File: config.mk
export PLATFORM = sky130hd
export DESIGN_NAME = scale_cfg_calc
export DESIGN_NICKNAME = d
export VERILOG_FILES = /design/src/rtl/scl_pkg.sv /design/src/rtl/scl_div.sv /design/src/rtl/scl_bank.sv /design/src/rtl/scl_datapath.sv /design/src/rtl/scl_ctrl.sv /design/src/rtl/scale_cfg_calc.sv
export SDC_FILE = /design/constraint.sdc
export NUM_CORES = 1
export LEC_CHECK = 0
export BUFFER_PORTS_ARGS = -buffer_cell sky130_fd_sc_hd__buf_4
export CORE_MARGIN = 5
export CORE_UTILIZATION = 35
export DETAILED_ROUTE_END_ITERATION = 8
export GPL_TIMING_DRIVEN = 0
export REMOVE_ABC_BUFFERS = 1
export SYNTH_ARGS = -nofsm -noshare
export SYNTH_HDL_FRONTEND = slang
export SYNTH_SLANG_ARGS = --single-unit
File: constraint.sdc
create_clock -name clk -period 6.5 [get_ports clk]
set_input_delay 0.65 -clock clk [delete_from_list [all_inputs] [get_ports clk]]
set_output_delay 0.65 -clock clk [all_outputs]
set_load 0.005 [all_outputs]
File: src/rtl/scl_pkg.sv
package scl_pkg;
  localparam int NBANK  = 8;
  localparam int BANK_W = $clog2(NBANK);

  typedef int bound_t [NBANK];

  // Inclusive ratio ranges in thousandths; lower index wins on overlap.
  localparam bound_t DEF_LO = '{900, 800, 700, 600, 500, 400, 300, 125};
  localparam bound_t DEF_HI = '{1000, 900, 799, 699, 599, 499, 399, 299};

  typedef struct packed {
    logic go;       // load operands and launch the dividers
    logic capture;  // register the finished results
    logic abort;    // refused request, results must hold
  } ctlStrobe_t;
endpackage

File: src/rtl/scl_div.sv
module scl_div #(
  parameter int DIVD_W = 34,
  parameter int DIVS_W = 14
) (
  input  logic              clk,
  input  logic              rstN,
  input  logic              go,
  input  logic [DIVD_W-1:0] dividend,
  input  logic [DIVS_W-1:0] divisor,
  output logic              busy,
  output logic [DIVD_W-1:0] quotient
);
  localparam int CNT_W  = $clog2(DIVD_W + 1);
  localparam int PROD_W = DIVD_W + DIVS_W;

  logic [DIVS_W-1:0] dvs;
  logic [DIVS_W-1:0] rem;
  logic [DIVD_W-1:0] quo;
  logic [DIVD_W-1:0] held;
  logic [CNT_W-1:0]  cnt;
  logic [DIVS_W:0]   trial;
  logic [DIVS_W:0]   diff;
  logic              fits;

  assign trial = {rem, quo[DIVD_W-1]};
  assign diff  = trial - {1'b0, dvs};
  assign fits  = trial >= {1'b0, dvs};

  always_ff @(posedge clk or negedge rstN) begin
    if (!rstN) begin
      dvs  <= '0;
      rem  <= '0;
      quo  <= '0;
      held <= '0;
      cnt  <= '0;
    end else if (go) begin
      dvs  <= divisor;
      rem  <= '0;
      quo  <= dividend;
      held <= dividend;
      cnt  <= CNT_W'(DIVD_W);
    end else if (cnt != '0) begin
      rem <= fits ? diff[DIVS_W-1:0] : trial[DIVS_W-1:0];
      quo <= {quo[DIVD_W-2:0], fits};
      cnt <= cnt - 1'b1;
    end
  end

  assign busy     = (cnt != '0);
  assign quotient = quo;


  div_result_chk: assert property (@(posedge clk) disable iff (!rstN)
    (cnt == CNT_W'(1) && !go) |=>
      ((PROD_W'(quo) * PROD_W'(dvs) + PROD_W'(rem)) == PROD_W'(held)));


  div_rem_chk: assert property (@(posedge clk) disable iff (!rstN)
    (cnt == CNT_W'(1) && !go) |=> (rem < dvs));


  div_zero_chk: assert property (@(posedge clk) disable iff (!rstN)
    go |-> (divisor != '0));
endmodule

File: src/rtl/scl_bank.sv
module scl_bank
  import scl_pkg::*;
#(
  parameter int     DIVD_W   = 34,
  parameter bound_t RANGE_LO = DEF_LO,
  parameter bound_t RANGE_HI = DEF_HI
) (
  input  logic [DIVD_W-1:0] ratio,
  output logic [BANK_W-1:0] bank,
  output logic              miss
);
  logic [NBANK-1:0] hit;

  for (genvar i = 0; i < NBANK; i++) begin : g_range
    localparam logic [DIVD_W-1:0] LO = DIVD_W'(RANGE_LO[i]);
    localparam logic [DIVD_W-1:0] HI = DIVD_W'(RANGE_HI[i]);
    assign hit[i] = (ratio >= LO) && (ratio <= HI);
  end

  always_comb begin
    bank = '0;
    for (int i = NBANK - 1; i >= 0; i--) begin
      if (hit[i]) bank = BANK_W'(i);
    end
  end

  assign miss = ~|hit;
endmodule

File: src/rtl/scl_datapath.sv
module scl_datapath
  import scl_pkg::*;
#(
  parameter int     SIZE_W      = 14,
  parameter int     FRAC_W      = 20,
  parameter int     INT_W       = 4,
  parameter int     RATIO_SCALE = 1000,
  parameter bound_t RANGE_LO    = DEF_LO,
  parameter bound_t RANGE_HI    = DEF_HI,
  localparam int    STEP_W      = INT_W + FRAC_W,
  localparam int    DIV_W       = SIZE_W + FRAC_W
) (
  input  logic              clk,
  input  logic              rstN,
  input  ctlStrobe_t        strobe,
  input  logic [SIZE_W-1:0] inW,
  input  logic [SIZE_W-1:0] inH,
  input  logic [SIZE_W-1:0] outW,
  input  logic [SIZE_W-1:0] outH,
  output logic              divBusy,
  output logic [STEP_W-1:0] hStep,
  output logic [STEP_W-1:0] vStep,
  output logic [BANK_W-1:0] hBank,
  output logic [BANK_W-1:0] vBank,
  output logic              hMiss,
  output logic              vMiss,
  output logic              bypass
);
  logic [SIZE_W-1:0] inSz  [2];
  logic [SIZE_W-1:0] outSz [2];
  logic [SIZE_W-1:0] latIn [2];
  logic [SIZE_W-1:0] latOut[2];
  logic [STEP_W-1:0] stepR [2];
  logic [BANK_W-1:0] bankR [2];
  logic              missR [2];
  logic [3:0]        busyV;

  assign inSz[0]  = inW;
  assign inSz[1]  = inH;
  assign outSz[0] = outW;
  assign outSz[1] = outH;

  for (genvar a = 0; a < 2; a++) begin : g_axis
    logic [DIV_W-1:0]  stepQ;
    logic [DIV_W-1:0]  ratioQ;
    logic [STEP_W-1:0] stepSat;
    logic [BANK_W-1:0] bankSel;
    logic              missSel;

    scl_div #(.DIVD_W(DIV_W), .DIVS_W(SIZE_W)) u_stepDiv (
      .clk      (clk),
      .rstN     (rstN),
      .go       (strobe.go),
      .dividend ({inSz[a], FRAC_W'(0)}),
      .divisor  (outSz[a]),
      .busy     (busyV[2*a]),
      .quotient (stepQ)
    );

    scl_div #(.DIVD_W(DIV_W), .DIVS_W(SIZE_W)) u_ratioDiv (
      .clk      (clk),
      .rstN     (rstN),
      .go       (strobe.go),
      .dividend (DIV_W'(outSz[a]) * DIV_W'(RATIO_SCALE)),
      .divisor  (inSz[a]),
      .busy     (busyV[2*a+1]),
      .quotient (ratioQ)
    );

    scl_bank #(.DIVD_W(DIV_W), .RANGE_LO(RANGE_LO), .RANGE_HI(RANGE_HI)) u_bank (
      .ratio (ratioQ),
      .bank  (bankSel),
      .miss  (missSel)
    );

    assign stepSat = (|stepQ[DIV_W-1:STEP_W]) ? '1 : stepQ[STEP_W-1:0];

    always_ff @(posedge clk or negedge rstN) begin
      if (!rstN) begin
        latIn[a]  <= '0;
        latOut[a] <= '0;
        stepR[a]  <= '0;
        bankR[a]  <= '0;
        missR[a]  <= 1'b0;
      end else begin
        if (strobe.go) begin
          latIn[a]  <= inSz[a];
          latOut[a] <= outSz[a];
        end
        if (strobe.capture) begin
          stepR[a] <= stepSat;
          bankR[a] <= bankSel;
          missR[a] <= missSel;
        end
      end
    end


    miss_bank_chk: assert property (@(posedge clk) disable iff (!rstN)
      missR[a] |-> (bankR[a] == '0));
  end

  always_ff @(posedge clk or negedge rstN) begin
    if (!rstN) bypass <= 1'b0;
    else if (strobe.capture)
      bypass <= (latIn[0] == latOut[0]) && (latIn[1] == latOut[1]);
  end

  assign divBusy = |busyV;
  assign hStep   = stepR[0];
  assign vStep   = stepR[1];
  assign hBank   = bankR[0];
  assign vBank   = bankR[1];
  assign hMiss   = missR[0];
  assign vMiss   = missR[1];


  hold_on_abort_chk: assert property (@(posedge clk) disable iff (!rstN)
    strobe.abort |=> ($stable(stepR[0]) && $stable(stepR[1]) &&
                      $stable(bankR[0]) && $stable(bankR[1]) &&
                      $stable(missR[0]) && $stable(missR[1]) && $stable(bypass)));
endmodule

File: src/rtl/scl_ctrl.sv
module scl_ctrl
  import scl_pkg::*;
(
  input  logic       clk,
  input  logic       rstN,
  input  logic       start,
  input  logic       zeroSz,
  input  logic       divBusy,
  output ctlStrobe_t strobe,
  output logic       done,
  output logic       err
);
  typedef enum logic {ST_IDLE, ST_RUN} ctlState_e;
  ctlState_e state;

  always_comb begin
    strobe         = '0;
    strobe.go      = (state == ST_IDLE) && start && !zeroSz;
    strobe.abort   = (state == ST_IDLE) && start && zeroSz;
    strobe.capture = (state == ST_RUN) && !divBusy;
  end

  always_ff @(posedge clk or negedge rstN) begin
    if (!rstN) begin
      state <= ST_IDLE;
      done  <= 1'b0;
      err   <= 1'b0;
    end else begin
      done <= strobe.capture || strobe.abort;
      err  <= strobe.abort;
      if (strobe.go) state <= ST_RUN;
      else if (strobe.capture) state <= ST_IDLE;
    end
  end


  done_pulse_chk: assert property (@(posedge clk) disable iff (!rstN)
    done |=> !done);


  err_done_chk: assert property (@(posedge clk) disable iff (!rstN)
    err |-> done);


  go_while_busy_chk: assert property (@(posedge clk) disable iff (!rstN)
    strobe.go |-> !divBusy);
endmodule

File: src/rtl/scale_cfg_calc.sv
module scale_cfg_calc
  import scl_pkg::*;
#(
  parameter int     SIZE_W      = 14,
  parameter int     FRAC_W      = 20,
  parameter int     INT_W       = 4,
  parameter int     RATIO_SCALE = 1000,
  parameter bound_t RANGE_LO    = DEF_LO,
  parameter bound_t RANGE_HI    = DEF_HI,
  localparam int    STEP_W      = INT_W + FRAC_W
) (
  input  logic              clk,
  input  logic              rstN,
  input  logic              start,
  input  logic [SIZE_W-1:0] inW,
  input  logic [SIZE_W-1:0] inH,
  input  logic [SIZE_W-1:0] outW,
  input  logic [SIZE_W-1:0] outH,
  output logic              done,
  output logic              err,
  output logic [STEP_W-1:0] hStep,
  output logic [STEP_W-1:0] vStep,
  output logic [BANK_W-1:0] hBank,
  output logic [BANK_W-1:0] vBank,
  output logic              hMiss,
  output logic              vMiss,
  output logic              bypass
);
  ctlStrobe_t strobe;
  logic       divBusy;
  logic       zeroSz;

  assign zeroSz = (inW == '0) || (inH == '0) || (outW == '0) || (outH == '0);

  scl_ctrl u_ctrl (
    .clk     (clk),
    .rstN    (rstN),
    .start   (start),
    .zeroSz  (zeroSz),
    .divBusy (divBusy),
    .strobe  (strobe),
    .done    (done),
    .err     (err)
  );

  scl_datapath #(
    .SIZE_W(SIZE_W), .FRAC_W(FRAC_W), .INT_W(INT_W),
    .RATIO_SCALE(RATIO_SCALE), .RANGE_LO(RANGE_LO), .RANGE_HI(RANGE_HI)
  ) u_dp (
    .clk     (clk),
    .rstN    (rstN),
    .strobe  (strobe),
    .inW     (inW),
    .inH     (inH),
    .outW    (outW),
    .outH    (outH),
    .divBusy (divBusy),
    .hStep   (hStep),
    .vStep   (vStep),
    .hBank   (hBank),
    .vBank   (vBank),
    .hMiss   (hMiss),
    .vMiss   (vMiss),
    .bypass  (bypass)
  );
endmodule

==> impl_metrics.tcl, run 1 <==
set metrics [dict create \
    period_share 0.713 \
    grt.total_usage 0.163 \
    rsz0062_at_grt "no" \
    synth-edff-count 0 \
    syn_to_final_growth_pct 13.4 \
    synthTopCellsByCount "361 x nand2_1, 332 x dfrtp_1, 234 x nor2_1, 226 x inv_1, 181 x a21oi_1" \
    root_buffer "clkbuf_16" \
    cts_resized 0 \
    fillers 6378 \
    slew_headroom 0.152 \
    drcViolationCount 0 \
    powerDensity_nw_per_um2 430 \
    synthFlopType "dfrtp_1" \
    synth_seq_cells 332 \
    cp_max_fo 5 \
    synth.area.top_cells "dfrtp_1 37%, ha_1 9.5%, fa_1 8.5%" \
    arrival_ps 5040 \
    crit_type "input port to register" \
    synth.avg_cell_area_sq_um 8.79 \
    tightest_slew_ps 1270 \
    antenna_found_initial 0 \
    start_kind "input port" \
    final_cell_area_sq_um 25700 \
    dpl_cell_area_sq_um 24500 \
    final_nets 2957 \
    p_leak_nw 12.0 \
    viasPerCell 5.26 \
    hold_buffers 0 \
    antenna_cells 0 \
    worstSkewPairLatency_ps 530 \
    cp_cell_sequence "buf_4 -> inv_1 -> fa_1 -> fa_1 -> inv_1 -> fa_1 -> inv_1 -> fa_1 -> inv_1 -> ha_1 -> and3_1 -> o2111ai_1 -> o21ai_0 -> a21oi_1 -> o21ai_0 -> mux2i_1 -> a311oi_1" \
    hold_class "input port to async pin" \
    end_kind "register" \
    grt_pass1_wl_microns 96800 \
    portBuffers 117 \
    fp.dieH_microns 265 \
    postCtsSetupBuffers 0 \
    seq_area_frac_synth 0.366 \
    vias 18500 \
    cts.sinks 332 \
    max_stage_delay_ps 520 \
    finalCriticalPeriod_ps 4630 \
    initial_utilization 0.352 \
    placementRows 93 \
    dieArea_sq_um 70000 \
    syn_area_sq_um 22700 \
    yosysUniqueCellTypes 71 \
    finalSetupViolCount 0 \
    clock_skew_ps 25.7 \
    status "complete, no violations" \
    cp.required_ps 6910 \
    grt_pass1_vias 18400 \
    async_flop_share 1.00 \
    clkTransAtPathRegs_ps 70 \
    synth_top_area_frac 0.366 \
    ys_warn_count 0 \
    die_w_microns 265 \
    cts_made_buffers 37 \
    drt_wl_total_microns 58100 \
    synthCells 2580 \
    fin_tns_setup_ps 0 \
    drv_slew 0 \
    cts_buffer_depth 3 \
    ant_nets 0 \
    io_pins 118 \
    maxCapViolations 0 \
    first_iter_violations 1189 \
    drt_pass1_iterations 5 \
    ir_drop_mv 0.159 \
    core_sq_um 64300 \
    slowest_stage "fa_1" \
    grt-ovfl-total 0 \
    htree_levels 2 \
    fmax_mhz 216 \
    grt_max_degree 117 \
    drive_gt1_frac 0.0851 \
    dp_hpwl_microns 42800 \
    yosysMostFrequentCell "nand2_1" \
    cts_tree "done" \
    yosysTopAreaCell "dfrtp_1" \
    globalplace.congestion 0.838 \
    finalHoldViolations 0 \
    avgRoutedWirePerCell_microns 16.5 \
]
power breakdown:
group | switching (W) | internal, W
combinational | 0.00307 | 0.00246
clock | 0.000868 | 0.00121
sequential | 0.000655 | 0.00279
total | 0.00459 | 0.00646
critical path: cells and delay by family:
family / cells / cell delay, ps
fa+ha+maj: 5 / 2400
buf+inv: 5 / 530
simple gates: 1 / 240
compound gates: 5 / 1100
mux: 1 / 120
layout by cell type (no fill, tap or decap), drive strengths merged, types with 25 or more instances in the layout:
cell type,synthesis,routed
nor2,234,234
ha,172,172
a31oi,39,39
a21oi,181,181
nor3,83,83
xnor2,64,64
buf,36,138
nand2,361,361
nor4,37,37
inv,226,228
clkbuf,91,52
a211oi,25,25
mux2i,56,56
nand4,32,32
xor2,27,27
o21ai,182,182
fa,96,96
dfrtp,332,332
nand3,68,68
state kept, by name, summed over array words and instances, names as in the netlist:
register and count:
u_dp.g_axis.u_ratioDiv.quotient 68, u_dp.g_axis.u_stepDiv.quotient 68, u_dp.g_axis.u_ratioDiv.rem 28, u_dp.g_axis.u_stepDiv.rem 28, u_dp.latIn 28, u_dp.hStep 24, u_dp.vStep 24, u_dp.g_axis.u_stepDiv.dvs 14
u_dp.latOut 14, u_dp.g_axis.u_ratioDiv.cnt 12, u_dp.g_axis.u_stepDiv.cnt 12, u_dp.hBank 3, u_dp.vBank 3, u_ctrl.done 1, u_ctrl.err 1, u_ctrl.state 1
u_dp.bypass 1, u_dp.hMiss 1, u_dp.vMiss 1
cells by family after synthesis:
logic type,synth area share
compound gates,0.151
xor+xnor,0.0352
fa+ha+maj,0.180
flops,0.366
simple gates,0.181
mux,0.0252
buf+inv,0.0611
worst paths after layout:
| path | start | end | slack (ps) | cells past startpoint |
|---|---|---|---|---|
| min in group clk | inH[0] | u_dp.latIn[0] | 370 | 3 |
| worst min-delay path | rstN | u_dp.hStep[1] | 170 | 1 |
| worst max register to register | u_dp.latIn[15] | u_dp.g_axis[0].u_ratioDiv.rem[0] | 3180 | 9 |
| max in group asynchronous | rstN | u_dp.vMiss | 5200 | 2 |
| worst max-delay path | outH[8] | u_dp.g_axis[1].u_ratioDiv.quotient[21] | 1870 | 17 |
| worst min register to register | u_dp.bypass | u_dp.bypass | 490 | 2 |
final cells by class:
class,count,area [sq um],area share
clock buffer,52,1050,0.0409
clock inverter,14,134,0.00521
inverter,226,848,0.0330
multi-input combinational,1895,13000,0.507
sequential,332,8310,0.323
tap,855,1070,0.0416
timing repair buffer,138,1260,0.0488
stage by stage:
stage                     worst slack, ps  instances  power, W  utilization  hold WS (ps)
after floorplan                       298       2453   0.00765            -           354
after global placement              -3940       3425   0.00876        0.374           469
after detailed placement             1420       3446   0.00895        0.381           485
after CTS                            1960       3512    0.0111        0.400           194
after global routing                 1680       3512    0.0121        0.400           244
final                                1870       3512    0.0111        0.400           173
per-layer routing:
metal  routed length (microns)  global-route usage  vias up  part of all wire
met5                         0                   0        -                 0
met4                      1090              0.0361        0             0.019
met3                      2870              0.0247       51             0.049
met2                     26800               0.264      388              0.46
met1                     27300               0.232     9091              0.47
li1                          -                   -     8940                 -
Power figures use the tool's default switching activity.
==> run 2, diff against run 1 <==
Clock period 6.5 ns to 3.9 ns, I/O delays scaled along.
==> impl_metrics.tcl, run 2 (synthesis results as in run 1) <==
set metrics [dict create \
    status "complete, no violations" \
    drv_slew 0 \
    end_kind "register" \
    period_share 0.990 \
    timing.critical_path.mode_cell "fa_1" \
    grt-ovfl-total 0 \
    drive_gt1_frac 0.134 \
    clkTransAtPathRegs_ps 60 \
    antenna_cells 0 \
    grt_max_degree 117 \
    tightest_slew_ps 1290 \
    cp_max_fo 5 \
    placementRows 93 \
    finalSetupViolCount 0 \
    finalCriticalPeriod_ps 3860 \
    slew_headroom 0.136 \
    p_leak_nw 12.2 \
    powerDensity_nw_per_um2 737 \
    core_sq_um 64300 \
    placed_cells 3446 \
    globalplace.congestion 0.838 \
    most-common-layout-cells "360 x nand2_1, 332 x dfrtp_1, 234 x nor2_1, 196 x inv_1, 174 x a21oi_1" \
    final_cell_area_sq_um 26700 \
    crit_type "input port to register" \
    initial_utilization 0.352 \
    dpl_cell_area_sq_um 24500 \
    first_iter_violations 1160 \
    final_nets 3009 \
    maxCapViolations 0 \
    arrival_ps 4250 \
    cp.required_ps 4290 \
    cp_cell_sequence "buf_8 -> clkinvlp_4 -> buf_6 -> fa_1 -> fa_1 -> fa_1 -> fa_1 -> inv_2 -> ha_4 -> nor4_2 -> o21ai_1 -> o211ai_1 -> o2111ai_2 -> o31ai_2 -> xor2_1 -> a21oi_1" \
    dp_hpwl_microns 42800 \
    slowest_stage "fa_1" \
    hold_class "input port to register" \
    cts_tree "done" \
    ir_drop_mv 0.321 \
    htree_levels 2 \
    drcViolationCount 0 \
    finalHoldViolations 0 \
    grt_pass1_vias 18500 \
    fin_ws_ps 40.4 \
    cts.sinks 332 \
    io_pins 118 \
    clock_skew_ps 27.9 \
    rsz0062_at_grt "yes" \
    pre_cts_slack_ps -925 \
    cts_made_buffers 37 \
    fmax_mhz 259 \
    fin_cells 3564 \
    grt.total_usage 0.164 \
    worstSkewPairLatency_ps 540 \
    drt_pass1_iterations 8 \
    viasPerCell 5.28 \
    grt_pass1_wl_microns 97400 \
    root_buffer "clkbuf_16" \
    max_stage_delay_ps 530 \
    portBuffers 117 \
    drt_wl_total_microns 59100 \
    start_kind "input port" \
    final_common_cell "nand2_1" \
    cts_buffer_depth 3 \
    vias 18800 \
    dieArea_sq_um 70000 \
    die_w_microns 265 \
    syn_to_final_growth_pct 17.7 \
    avgRoutedWirePerCell_microns 16.6 \
    ant_nets 0 \
    fp.dieH_microns 265 \
    antenna_found_initial 0 \
]
run 2: cell types whose count changed in the layout (fill, tap and decap cells not counted), moves of 5 or more:
cell	previous run	this run
ha_1	172	153
inv_2	0	18
buf_4	117	144
ha_4	0	17
buf_8	2	7
fa_2	0	5
o21ai_2	0	6
buf_6	8	25
a21oi_1	181	174
inv_1	226	196
a21oi_2	0	6
o21ai_0	180	171
clkinvlp_4	1	13
fa_1	96	91
run 2: worst max-delay path, delay by kind of cell:
| kind | cells | cell delay [ps] |
|---|---|---|
| and+or+nand+nor | 1 | 280 |
| adders and majority gates | 5 | 2180 |
| buffers and inverters | 4 | 370 |
| xor gates and xnor gates | 1 | 200 |
| AOI/OAI and AO/OA | 5 | 820 |
run 2: worst paths after layout:
check / end / slack (ps) / startpoint / cells after the start
max: u_dp.g_axis[0].u_ratioDiv.quotient[22] / 40 / outW[5] / 16
min: u_dp.latOut[5] / 90 / outH[5] / 3
max reg2reg: u_dp.g_axis[0].u_ratioDiv.rem[0] / 610 / u_dp.latIn[15] / 9
min reg2reg: u_dp.bypass / 490 / u_dp.bypass / 2
max in group asynchronous: u_dp.vMiss / 2230 / rstN / 3
min in group asynchronous: u_dp.hStep[1] / 510 / rstN / 2
run 2: report_power, final:
group          switching [W]  leakage (nW)  internal [W]
registers            0.00110          4.04       0.00466
clock network        0.00145         0.589       0.00202
logic                0.00557          7.57       0.00489
run 2: routing by layer:
metal	track usage	wire length [microns]	vias to the layer above
met5	0	0	-
met4	0.0361	1090	0
met3	0.0249	2880	54
met2	0.267	27700	408
met1	0.233	27500	9309
li1	-	-	9060
run 2: repair_timing:
item / CTS / global route
pin swaps: 23 / 89
buffers inserted: 22 / 29
endpoints found under the setup margin: 11 / 17
resized for setup: 51 / 90
hold endpoints to repair: 106 / 0
hold buffers: 1 / 0
run 2: cell type report:
class                      count  area, sq um
tap                          855         1070
fill                        6248        37600
timing repair buffer         190         1780
multi-input combinational   1895        13500
clock inverter                14          134
clock buffer                  52         1050
sequential                   332         8310
inverter                     226          893
run 2: per-stage QoR:
stage / utilization / total power, W / hold slack (ps) / setup TNS, ps
floorplan: - / 0.0128 / 94.4 / -343730
global placement: 0.374 / 0.0146 / 469 / -1498790
detailed placement: 0.381 / 0.0149 / 485 / -12240
CTS: 0.405 / 0.0190 / 79.6 / 0
global route: 0.415 / 0.0214 / 94.9 / -545
finish: 0.415 / 0.0197 / 89.0 / 0
==> run 3, diff against run 2 <==
Settings changed: CORE_MARGIN 5 to 10.
==> impl_metrics.tcl, run 3 (synthesis results as in run 1) <==
set metrics [dict create \
    cts_tree "done" \
    io_pins 118 \
    antenna_cells 0 \
    start_kind "input port" \
    dpl_cell_area_sq_um 24600 \
    grt_max_degree 120 \
    clkTransAtPathRegs_ps 60 \
    end_kind "register" \
    fin_cells 3568 \
    globalplace.congestion 0.832 \
    avgRoutedWirePerCell_microns 16.7 \
    first_iter_violations 1217 \
    path_buf_inv 5 \
    cts_made_buffers 36 \
    grt_pass1_wl_microns 96300 \
    placed_cells 3449 \
    rsz0062_at_grt "yes" \
    r2r_cells 9 \
    min_path_cells 3 \
    finalHoldViolations 0 \
    finalSetupViolCount 0 \
    die_w_microns 275 \
    placementRows 93 \
    grt-ovfl-total 0 \
    finalCriticalPeriod_ps 3880 \
    cp.required_ps 4320 \
    maxCapViolations 0 \
    cp_cell_sequence "buf_8 -> clkinvlp_4 -> fa_1 -> fa_1 -> inv_2 -> fa_1 -> inv_1 -> fa_1 -> inv_2 -> ha_4 -> and3_4 -> o2111ai_2 -> o21ai_2 -> a21oi_2 -> o31ai_2 -> and4_1 -> nor3_2" \
    slowest_stage "fa_1" \
    p_leak_nw 12.2 \
    grt.total_usage 0.154 \
    final_cell_area_sq_um 26700 \
    cts_buffer_depth 3 \
    cts.sinks 332 \
    syn_to_final_growth_pct 17.6 \
    final_common_cell "nand2_1" \
    powerDensity_nw_per_um2 725 \
    root_buffer "clkbuf_16" \
    ant_nets 0 \
    max_stage_delay_ps 580 \
    fp.dieH_microns 275 \
    drt_wl_total_microns 59600 \
    period_share 0.996 \
    drive_gt1_frac 0.133 \
    fmax_mhz 258 \
    portBuffers 117 \
    arrival_ps 4300 \
    tightest_slew_ps 1120 \
    drt_pass1_iterations 5 \
    drcViolationCount 0 \
    cp_max_fo 5 \
    status "complete, no violations" \
    crit_type "input port to register" \
    htree_levels 2 \
    grt_pass1_vias 18300 \
    clock_skew_ps 28.4 \
    most-common-layout-cells "360 x nand2_1, 332 x dfrtp_1, 234 x nor2_1, 196 x inv_1, 174 x a21oi_1" \
    hold_class "input port to register" \
    cp_top_family "adder cells" \
    slew_headroom 0.251 \
    hold_slack_ps 74.9 \
    initial_utilization 0.352 \
    antenna_found_initial 0 \
    final_nets 3015 \
    worstSkewPairLatency_ps 560 \
    core_sq_um 64300 \
    viasPerCell 5.22 \
    pre_cts_slack_ps -936 \
    vias 18600 \
    path_depth 17 \
    timing.critical_path.mode_cell "fa_1" \
    drv_slew 0 \
    dp_hpwl_microns 43300 \
    dieArea_sq_um 75400 \
    fin_ws_ps 17.5 \
    ir_drop_mv 0.304 \
]
[run 3: changes by cell type in the layout (fill, tap and decap cells not counted), moves of 2 or more]
cell / change
buf_4: +10
buf_6: -6
clkbuf_1: +4
inv_2: -4
buf_16: +3
bufinv_16: -2
clkinvlp_4: +2
fa_1: +2
fa_2: -2
xor2_1: +2
xor2_2: -2
[run 3: per-stage QoR]
step	total power [W]	TNS, ps	util
after global placement	0.0146	-1502370	0.374
after floorplan	0.0128	-343730	-
final	0.0193	0	0.414
after CTS	0.0188	-3.43	0.406
after detailed placement	0.0150	-12560	0.382
after global routing	0.0211	-514	0.414
[run 3: cell type report]
cell class | instances | area [sq um]
clock buffers | 54 | 1030
clock inverters | 9 | 60.1
fillers | 6242 | 37700
inverters | 226 | 907
multi-input cells | 1895 | 13400
flip-flops and latches | 332 | 8310
well taps | 855 | 1070
repair buffers | 197 | 1870
[run 3: layer usage]
metal	track usage	vias to the layer above	routed length, microns
li1	-	9087	-
met1	0.209	9142	27800
met2	0.254	345	27900
met3	0.0252	50	2930
met4	0.0327	0	880
met5	0	-	0
[run 3: final timing paths]
check,start,to,slack [ps]
setup reg to reg,u_dp.latIn[24],u_dp.g_axis[0].u_ratioDiv.rem[0],560
min in group asynchronous,rstN,u_dp.hStep[3],330
max in group asynchronous,rstN,u_dp.g_axis[1].u_stepDiv.rem[8],2340
setup / recovery,outW[8],u_dp.g_axis[0].u_ratioDiv.quotient[23],20
hold reg to reg,u_dp.vBank[2],u_dp.vBank[2],500
hold / removal,outH[8],u_dp.latOut[8],70
[run 3: report_power, final]
group	switching (W)	internal, W
clock network	0.00142	0.00183
registers	0.00110	0.00465
logic	0.00550	0.00483
total	0.00802	0.0113
[run 3: tightest hold or removal path: cells and delay by family]
kind / cells / cell delay (ps)
buf+inv: 1 / 90
simple gates: 1 / 50
compound gates: 1 / 60
[run 3: timing repair]
action / CTS / global route
buffers inserted: 24 / 31
gates cloned: 0 / 0
resized for setup: 51 / 82
hold buffers: 1 / 0
pin swaps: 25 / 92
endpoints found under the hold margin: 48 / 0
endpoints found under the setup margin: 10 / 16
